### config.mk
export PLATFORM = sky130hd
export DESIGN_NAME = resp_ring_writer
export DESIGN_NICKNAME = d
export VERILOG_FILES = /design/src/rtl/rring_pkg.sv /design/src/rtl/rring_regs.sv /design/src/rtl/rring_ptr.sv /design/src/rtl/rring_coalesce.sv /design/src/rtl/resp_ring_writer.sv
export SDC_FILE = /design/constraint.sdc
export NUM_CORES = 1
export LEC_CHECK = 0
export BUFFER_PORTS_ARGS = -buffer_cell sky130_fd_sc_hd__buf_4
export CORE_UTILIZATION = 44
export CTS_CLUSTER_SIZE = 14
export DETAILED_ROUTE_END_ITERATION = 8
export PLACE_DENSITY = 0.78
export SYNTH_ARGS = -nofsm -noshare
export SYNTH_HDL_FRONTEND = slang
export SYNTH_HIERARCHICAL = 1
export SYNTH_SLANG_ARGS = --single-unit
### constraint.sdc
create_clock -name clk -period 3.8 [get_ports clk]
set_input_delay 0.38 -clock clk [delete_from_list [all_inputs] [get_ports clk]]
set_output_delay 0.38 -clock clk [all_outputs]
set_load 0.02 [all_outputs]
### src/rtl/rring_pkg.sv
package rring_pkg;
  localparam int REG_AW   = 3;
  localparam int DATA_W   = 32;
  localparam int IDX_W    = 8;
  localparam int CODEC_W  = 4;
  localparam int ENTRY_W  = 64;
  localparam int MADDR_W  = 64;
  localparam int ALIGN_W  = 7;
  localparam int ENTRY_SH = 3;
  localparam int CNT_W    = IDX_W + 1;

  typedef enum logic [REG_AW-1:0] {
    RA_BASE_LO = 3'd0,
    RA_BASE_HI = 3'd1,
    RA_WPTR    = 3'd2,
    RA_ICNT    = 3'd3,
    RA_CTRL    = 3'd4,
    RA_STAT    = 3'd5,
    RA_SIZE    = 3'd6
  } reg_addr_e;

  typedef enum logic [1:0] {
    SZ_2    = 2'b00,
    SZ_16   = 2'b01,
    SZ_256  = 2'b10,
    SZ_RSVD = 2'b11
  } ring_size_e;

  localparam int WPRST_BIT = 15;
  localparam int CTRL_RIEN = 0;
  localparam int CTRL_RUN  = 1;
  localparam int CTRL_OIEN = 2;
  localparam int STAT_RSP  = 0;
  localparam int STAT_OVR  = 2;

  function automatic logic [IDX_W-1:0] idx_mask(ring_size_e s);
    case (s)
      SZ_2:    idx_mask = IDX_W'(1);
      SZ_16:   idx_mask = IDX_W'(15);
      default: idx_mask = {IDX_W{1'b1}};
    endcase
  endfunction
endpackage

### src/rtl/rring_regs.sv
module rring_regs
  import rring_pkg::*;
#(
  parameter logic [2:0] CAP_BITS = 3'b111
) (
  input  logic                clk,
  input  logic                rst_n,
  input  logic                reg_wr,
  input  logic [REG_AW-1:0]   reg_addr,
  input  logic [DATA_W-1:0]   reg_wdata,
  output logic [DATA_W-1:0]   reg_rdata,
  input  logic [IDX_W-1:0]    wp,
  input  logic                resp_hit,
  input  logic                ovr_hit,
  output logic [MADDR_W-1:0]  base_addr,
  output logic                run,
  output logic                rien,
  output logic                oien,
  output logic [IDX_W-1:0]    icnt,
  output ring_size_e          size_code,
  output logic                wp_rst,
  output logic                resp_sts,
  output logic                ovr_sts
);
  localparam int BLO_W = DATA_W - ALIGN_W;

  logic [BLO_W-1:0]  blo_q, blo_d;
  logic [DATA_W-1:0] bhi_q, bhi_d;
  logic [IDX_W-1:0]  icnt_q, icnt_d;
  logic [2:0]        ctrl_q, ctrl_d;
  logic              rsts_q, rsts_d, osts_q, osts_d;
  ring_size_e        size_q, size_d;
  logic              wr_blo, wr_bhi, wr_icnt, wr_ctrl, wr_stat, wr_size;

  always_comb begin
    wr_blo  = reg_wr && (reg_addr == RA_BASE_LO);
    wr_bhi  = reg_wr && (reg_addr == RA_BASE_HI);
    wr_icnt = reg_wr && (reg_addr == RA_ICNT);
    wr_ctrl = reg_wr && (reg_addr == RA_CTRL);
    wr_stat = reg_wr && (reg_addr == RA_STAT);
    wr_size = reg_wr && (reg_addr == RA_SIZE) &&
              (ring_size_e'(reg_wdata[1:0]) != SZ_RSVD);
    wp_rst  = reg_wr && (reg_addr == RA_WPTR) && reg_wdata[WPRST_BIT];

    blo_d  = reg_wdata[DATA_W-1:ALIGN_W];
    bhi_d  = reg_wdata;
    icnt_d = reg_wdata[IDX_W-1:0];
    ctrl_d = reg_wdata[2:0];
    size_d = ring_size_e'(reg_wdata[1:0]);

    rsts_d = rsts_q;
    if (wr_stat && reg_wdata[STAT_RSP]) rsts_d = 1'b0;
    if (resp_hit) rsts_d = 1'b1;
    osts_d = osts_q;
    if (wr_stat && reg_wdata[STAT_OVR]) osts_d = 1'b0;
    if (ovr_hit) osts_d = 1'b1;
  end

  always_ff @(posedge clk or negedge rst_n) begin
    if (!rst_n) begin
      blo_q  <= '0;
      bhi_q  <= '0;
      icnt_q <= '0;
      ctrl_q <= '0;
      rsts_q <= 1'b0;
      osts_q <= 1'b0;
      size_q <= SZ_2;
    end else begin
      if (wr_blo)  blo_q  <= blo_d;
      if (wr_bhi)  bhi_q  <= bhi_d;
      if (wr_icnt) icnt_q <= icnt_d;
      if (wr_ctrl) ctrl_q <= ctrl_d;
      if (wr_size) size_q <= size_d;
      rsts_q <= rsts_d;
      osts_q <= osts_d;
    end
  end

  always_comb begin
    case (reg_addr)
      RA_BASE_LO: reg_rdata = {blo_q, {ALIGN_W{1'b0}}};
      RA_BASE_HI: reg_rdata = bhi_q;
      RA_WPTR:    reg_rdata = {{(DATA_W-IDX_W){1'b0}}, wp};
      RA_ICNT:    reg_rdata = {{(DATA_W-IDX_W){1'b0}}, icnt_q};
      RA_CTRL:    reg_rdata = {{(DATA_W-3){1'b0}}, ctrl_q};
      RA_STAT:    reg_rdata = {{(DATA_W-3){1'b0}}, osts_q, 1'b0, rsts_q};
      RA_SIZE:    reg_rdata = {{(DATA_W-7){1'b0}}, CAP_BITS, 2'b00, size_q};
      default:    reg_rdata = '0;
    endcase
  end

  assign base_addr = {bhi_q, blo_q, {ALIGN_W{1'b0}}};
  assign run       = ctrl_q[CTRL_RUN];
  assign rien      = ctrl_q[CTRL_RIEN];
  assign oien      = ctrl_q[CTRL_OIEN];
  assign icnt      = icnt_q;
  assign size_code = size_q;
  assign resp_sts  = rsts_q;
  assign ovr_sts   = osts_q;

  // overrun flag holds until software clears it
  a_r6_overrun_sticky: assert property (@(posedge clk) disable iff (!rst_n)
    (osts_q && !(wr_stat && reg_wdata[STAT_OVR])) |=> osts_q);
endmodule

### src/rtl/rring_ptr.sv
module rring_ptr
  import rring_pkg::*;
(
  input  logic                clk,
  input  logic                rst_n,
  input  logic                run,
  input  ring_size_e          size_code,
  input  logic [IDX_W-1:0]    sw_rdptr,
  input  logic [MADDR_W-1:0]  base_addr,
  input  logic                wp_rst,
  input  logic                rsp_valid,
  input  logic [DATA_W-1:0]   rsp_word,
  input  logic [CODEC_W-1:0]  rsp_codec,
  input  logic                rsp_unsol,
  output logic                rsp_ready,
  output logic                mem_wr_valid,
  input  logic                mem_wr_ready,
  output logic [MADDR_W-1:0]  mem_wr_addr,
  output logic [ENTRY_W-1:0]  mem_wr_data,
  output logic [IDX_W-1:0]    wp,
  output logic                wr_fire,
  output logic                ovr_hit
);
  localparam int PAD_W = ENTRY_W - DATA_W - CODEC_W - 1;

  logic [IDX_W-1:0] wp_q, wp_d, nxt, mask;
  logic             full;

  always_comb begin
    mask         = idx_mask(size_code);
    nxt          = (wp_q + IDX_W'(1)) & mask;
    full         = (nxt == sw_rdptr);
    mem_wr_valid = run && rsp_valid && !full;
    ovr_hit      = run && rsp_valid && full;
    rsp_ready    = run && (full || mem_wr_ready);
    wr_fire      = mem_wr_valid && mem_wr_ready;
    mem_wr_addr  = base_addr + {{(MADDR_W-IDX_W-ENTRY_SH){1'b0}}, nxt, {ENTRY_SH{1'b0}}};
    mem_wr_data  = {{PAD_W{1'b0}}, rsp_unsol, rsp_codec, rsp_word};
    wp_d         = wp_q;
    if (wr_fire) wp_d = nxt;
    if (wp_rst)  wp_d = '0;
  end

  always_ff @(posedge clk or negedge rst_n) begin
    if (!rst_n) wp_q <= '0;
    else        wp_q <= wp_d;
  end

  assign wp = wp_q;

  // pointer moves only on a completed write or a reset request
  a_r2_ptr_hold: assert property (@(posedge clk) disable iff (!rst_n)
    (!wr_fire && !wp_rst) |=> $stable(wp_q));
  // reset request returns the pointer to zero
  a_r3_ptr_zero: assert property (@(posedge clk) disable iff (!rst_n)
    wp_rst |=> (wp_q == '0));
endmodule

### src/rtl/rring_coalesce.sv
module rring_coalesce
  import rring_pkg::*;
(
  input  logic             clk,
  input  logic             rst_n,
  input  logic             wr_fire,
  input  logic             wp_rst,
  input  logic [IDX_W-1:0] icnt,
  output logic             resp_hit
);
  logic [CNT_W-1:0] cnt_q, cnt_d, thr, cnt_inc;

  always_comb begin
    thr      = (icnt == '0) ? CNT_W'(1 << IDX_W) : {1'b0, icnt};
    cnt_inc  = cnt_q + CNT_W'(1);
    resp_hit = wr_fire && (cnt_inc == thr);
    cnt_d    = cnt_q;
    if (wr_fire) cnt_d = resp_hit ? '0 : cnt_inc;
    if (wp_rst)  cnt_d = '0;
  end

  always_ff @(posedge clk or negedge rst_n) begin
    if (!rst_n) cnt_q <= '0;
    else        cnt_q <= cnt_d;
  end
endmodule

### src/rtl/resp_ring_writer.sv
module resp_ring_writer
  import rring_pkg::*;
#(
  parameter logic [2:0] CAP_BITS = 3'b111
) (
  input  logic         clk,
  input  logic         rst_n,
  input  logic         reg_wr,
  input  logic [2:0]   reg_addr,
  input  logic [31:0]  reg_wdata,
  output logic [31:0]  reg_rdata,
  input  logic [7:0]   sw_rdptr,
  input  logic         rsp_valid,
  output logic         rsp_ready,
  input  logic [31:0]  rsp_word,
  input  logic [3:0]   rsp_codec,
  input  logic         rsp_unsol,
  output logic         mem_wr_valid,
  input  logic         mem_wr_ready,
  output logic [63:0]  mem_wr_addr,
  output logic [63:0]  mem_wr_data,
  output logic         irq
);
  logic [MADDR_W-1:0] base_addr;
  logic               run, rien, oien, wp_rst, resp_sts, ovr_sts;
  logic               resp_hit, ovr_hit, wr_fire;
  logic [IDX_W-1:0]   icnt, wp;
  ring_size_e         size_code;

  rring_regs #(.CAP_BITS(CAP_BITS)) regs_i (
    .clk, .rst_n, .reg_wr, .reg_addr, .reg_wdata, .reg_rdata,
    .wp, .resp_hit, .ovr_hit, .base_addr, .run, .rien, .oien,
    .icnt, .size_code, .wp_rst, .resp_sts, .ovr_sts
  );

  rring_ptr ptr_i (
    .clk, .rst_n, .run, .size_code, .sw_rdptr, .base_addr, .wp_rst,
    .rsp_valid, .rsp_word, .rsp_codec, .rsp_unsol, .rsp_ready,
    .mem_wr_valid, .mem_wr_ready, .mem_wr_addr, .mem_wr_data,
    .wp, .wr_fire, .ovr_hit
  );

  rring_coalesce coal_i (
    .clk, .rst_n, .wr_fire, .wp_rst, .icnt, .resp_hit
  );

  assign irq = (resp_sts && rien) || (ovr_sts && oien);

  // a stopped ring neither writes nor consumes
  a_r4_stopped_idle: assert property (@(posedge clk) disable iff (!rst_n)
    !run |-> (!mem_wr_valid && !rsp_ready));
  // reaching the count raises the response flag
  a_r7_count_flag: assert property (@(posedge clk) disable iff (!rst_n)
    resp_hit |=> resp_sts);
endmodule

==> flow_summary.yaml <==
critical_path:
  worst_setup_path_start_kind: "register"
  crit_arrival_ps: 3270
  cp_max_fo: 7
  worstPathRequired_ps: 3420
  cp-end-kind: "output port"
  worstSetupPathType: "reg -> out"
clock_network:
  path_clk_slew_ps: 70
  clk_latency_ps: 350
  max-clock-path-buffers: 2
  clock-sinks: 89
  htree_levels: 3
  clockRootBuffer: "clkbuf_16"
  cts_hold_buf: 0
  cts_tree: "done"
  numCtsBuffers: 9
place:
  place_congestion: 0.892
  hpwl_mm: 14.4
  io_buffer_count: 143
cells_and_area:
  area_delta_synth_final_pct: 17.4
  num_antenna_cells: 0
  regArea_um2: 2230
  fill_cells: 1435
  nNetsFinal: 924
  multi_input_area_um2: 4080
  drive_gt1_frac: 0.346
timing:
  fmax_mhz: 274
  setup-violations-final: 0
  slew_headroom: 0.331
  finClkSkew_ps: 7.16
  tns_ps: 0
  period_needed_ps: 3650
  hold_violations: 0
  tightest_slew_ps: 1000
  fin_crit_sh: 0.960
  report.final.slew_viol_count: 0
hold_path:
  hp-class: "in -> async"
global_route:
  grt_pass1_vias: 5591
  grt_max_degree: 77
  overflow: 0
  antenna_found_initial: 0
  grt_pass1_wl_mm: 30.1
  grt_usage: 0.237
power_and_ir_drop:
  p_total_uw: 4030
  ir_drop_uv: 205
  p_leak_uw: 0.00364
  power_density_nw_per_um2: 493
detailed_routing:
  drt_iter0_markers: 460
  dr.pass1.iters: 5
  antenna_left: 0
  drt-total-wl_mm: 19.4
  wire_per_inst_um: 18.5
  viasPerCell: 5.61
  dr_total_vias: 5882
  drc: 0
die:
  std_cell_rows: 45
  die_h_um: 128
  core_area_um2: 15300
  die_area_um2: 16300
  start_util: 0.454
  dieWidth_um: 128
  num_io_pins: 248
synth:
  syn-cell-area_um2: 6960
  synth_seq_cells: 89
  ys_seq_area_frac: 0.320
  synthArstFlopShare: 1.00
  synth_cell_type_count: 78
  synth_edf_count: 0
  ys_warn_count: 6
  syn_inst: 736
  avgSynthCellArea_um2: 9.46
  ys.flop_type: "dfrtp_1"
outcome:
  status: "finished clean"
run:
  maxCapViolCount: 0
synth_stat cells (3+ instances only):
cell / n / share of area
inv_1: 21 / 0.011
nand2b_1: 6 / 0.0054
o21ai_0: 17 / 0.012
a211oi_1: 3 / 0.0032
dfrtp_1: 89 / 0.32
nor3_1: 35 / 0.025
a31oi_1: 4 / 0.0036
clkbuf_1: 8 / 0.0043
o211ai_1: 6 / 0.0065
nand2_1: 46 / 0.025
nor3b_1: 4 / 0.0043
buf_6: 4 / 0.0065
and3_1: 16 / 0.014
xor2_1: 50 / 0.063
buf_4: 79 / 0.085
mux2i_1: 11 / 0.016
a21o_1: 4 / 0.0043
nor3_2: 4 / 0.0058
buf_1: 3 / 0.0016
ha_1: 5 / 0.0090
nor4_1: 10 / 0.0090
xnor2_1: 37 / 0.047
or2_2: 3 / 0.0027
o2111ai_1: 3 / 0.0038
a22o_1: 25 / 0.031
or3_1: 6 / 0.0054
o22ai_1: 4 / 0.0036
a21oi_1: 9 / 0.0065
nand4_1: 12 / 0.011
nand3_1: 25 / 0.018
mux2_2: 71 / 0.11
nor2_1: 35 / 0.019
buf_2: 13 / 0.0093
and4_1: 3 / 0.0038
o21ai_1: 4 / 0.0029
nor2b_1: 8 / 0.0072
and2_1: 4 / 0.0036
critical path: stages, from the launching register on:
cell	delay (ps)
dfrtp_2	440
ha_1	240
inv_1	100
o21a_1	250
or4_4	510
a21oi_2	160
o21ai_2	80
a31o_2	340
or4_4	440
xnor2_2	170
buf_4	180
flip-flops by register name, indices dropped and copies added (netlist names):
signal            count
regs_i/blo_q         25
regs_i/bhi_q         32
regs_i/resp_sts       1
regs_i/ctrl_q         3
regs_i/ovr_sts        1
ptr_i/wp              8
regs_i/icnt           8
regs_i/size_code      2
coal_i/cnt_q          9
path summary, 6_finish.rpt:
path	startpoint	end	slack [ps]	cells after the start
setup / recovery	ptr_i/wp[0]	mem_wr_addr[38]	150	10
hold / removal	rst_n	regs_i/bhi_q[20]	200	1
setup reg to reg	ptr_i/wp[0]	coal_i/cnt_q[8]	500	13
hold reg to reg	regs_i/ovr_sts	regs_i/ovr_sts	520	1
max in group asynchronous	rst_n	ptr_i/wp[0]	2780	2
min in group clk	reg_wdata[17]	regs_i/blo_q[10]	260	2
cells in the final DEF (no fill, tap or decap), types with 6 or more instances in the layout:
cell type and instances:
clkbuf_16 9, dfrtp_1 84, nor4_1 8, mux2_2 71, or3_1 6, nand2_1 46, buf_4 160, a21oi_1 8
xnor2_1 36, inv_1 21, nor3_1 33, a22o_1 25, o211ai_1 6, and3_1 16, xor2_1 50, nand3_1 25
o21ai_0 17, nand2b_1 6, nor2b_1 8, nor2_1 34, nor3_2 6, nand4_1 12, conb_1 34, mux2i_1 11
routing by layer:
layer	track usage	part of all wire
met2	0.364	0.46
met3	0.0417	0.065
met5	0	0
met4	0.103	0.035
met1	0.328	0.44
repair_timing:
item / CTS / global route
setup buffers: 0 / 0
setup endpoints to repair: 0 / 37
resized for setup: 0 / 13
per-stage QoR:
step / instances / util / worst slack [ps] / hold WS (ps) / instance area [um^2]
after global placement: 1033 / 0.511 / 431 / 492 / 7830
after detailed placement: 1033 / 0.511 / 371 / 500 / 7830
after CTS: 1049 / 0.531 / 6.24 / 237 / 8130
final: 1049 / 0.534 / 151 / 203 / 8170
after floorplan: 768 / - / 535 / 84.4 / 7080
after global routing: 1049 / 0.534 / -1.94 / 269 / 8170
where the power goes:
part | internal [uW] | switching [uW]
sequential | 1150 | 339
combinational | 754 | 878
clock | 512 | 391
logic make-up after synthesis:
logic type	after synthesis	synth area share
buffers and inverters	128	0.118
AOI/OAI and AO/OA	105	0.114
and+or+nand+nor	233	0.184
muxes	85	0.139
adders and majority gates	6	0.0119
DFF	89	0.320
other	2	0.00108
xor gates and xnor gates	88	0.112
layout make-up:
cell class,instances,area share
clock inverters,6,0.00827
well taps,211,0.0323
repair buffers,161,0.149
flip-flops and latches,89,0.273
clock buffers,10,0.0280
inverters,21,0.00964
multi-input cells,551,0.499
Power figures use the tool's default switching activity.
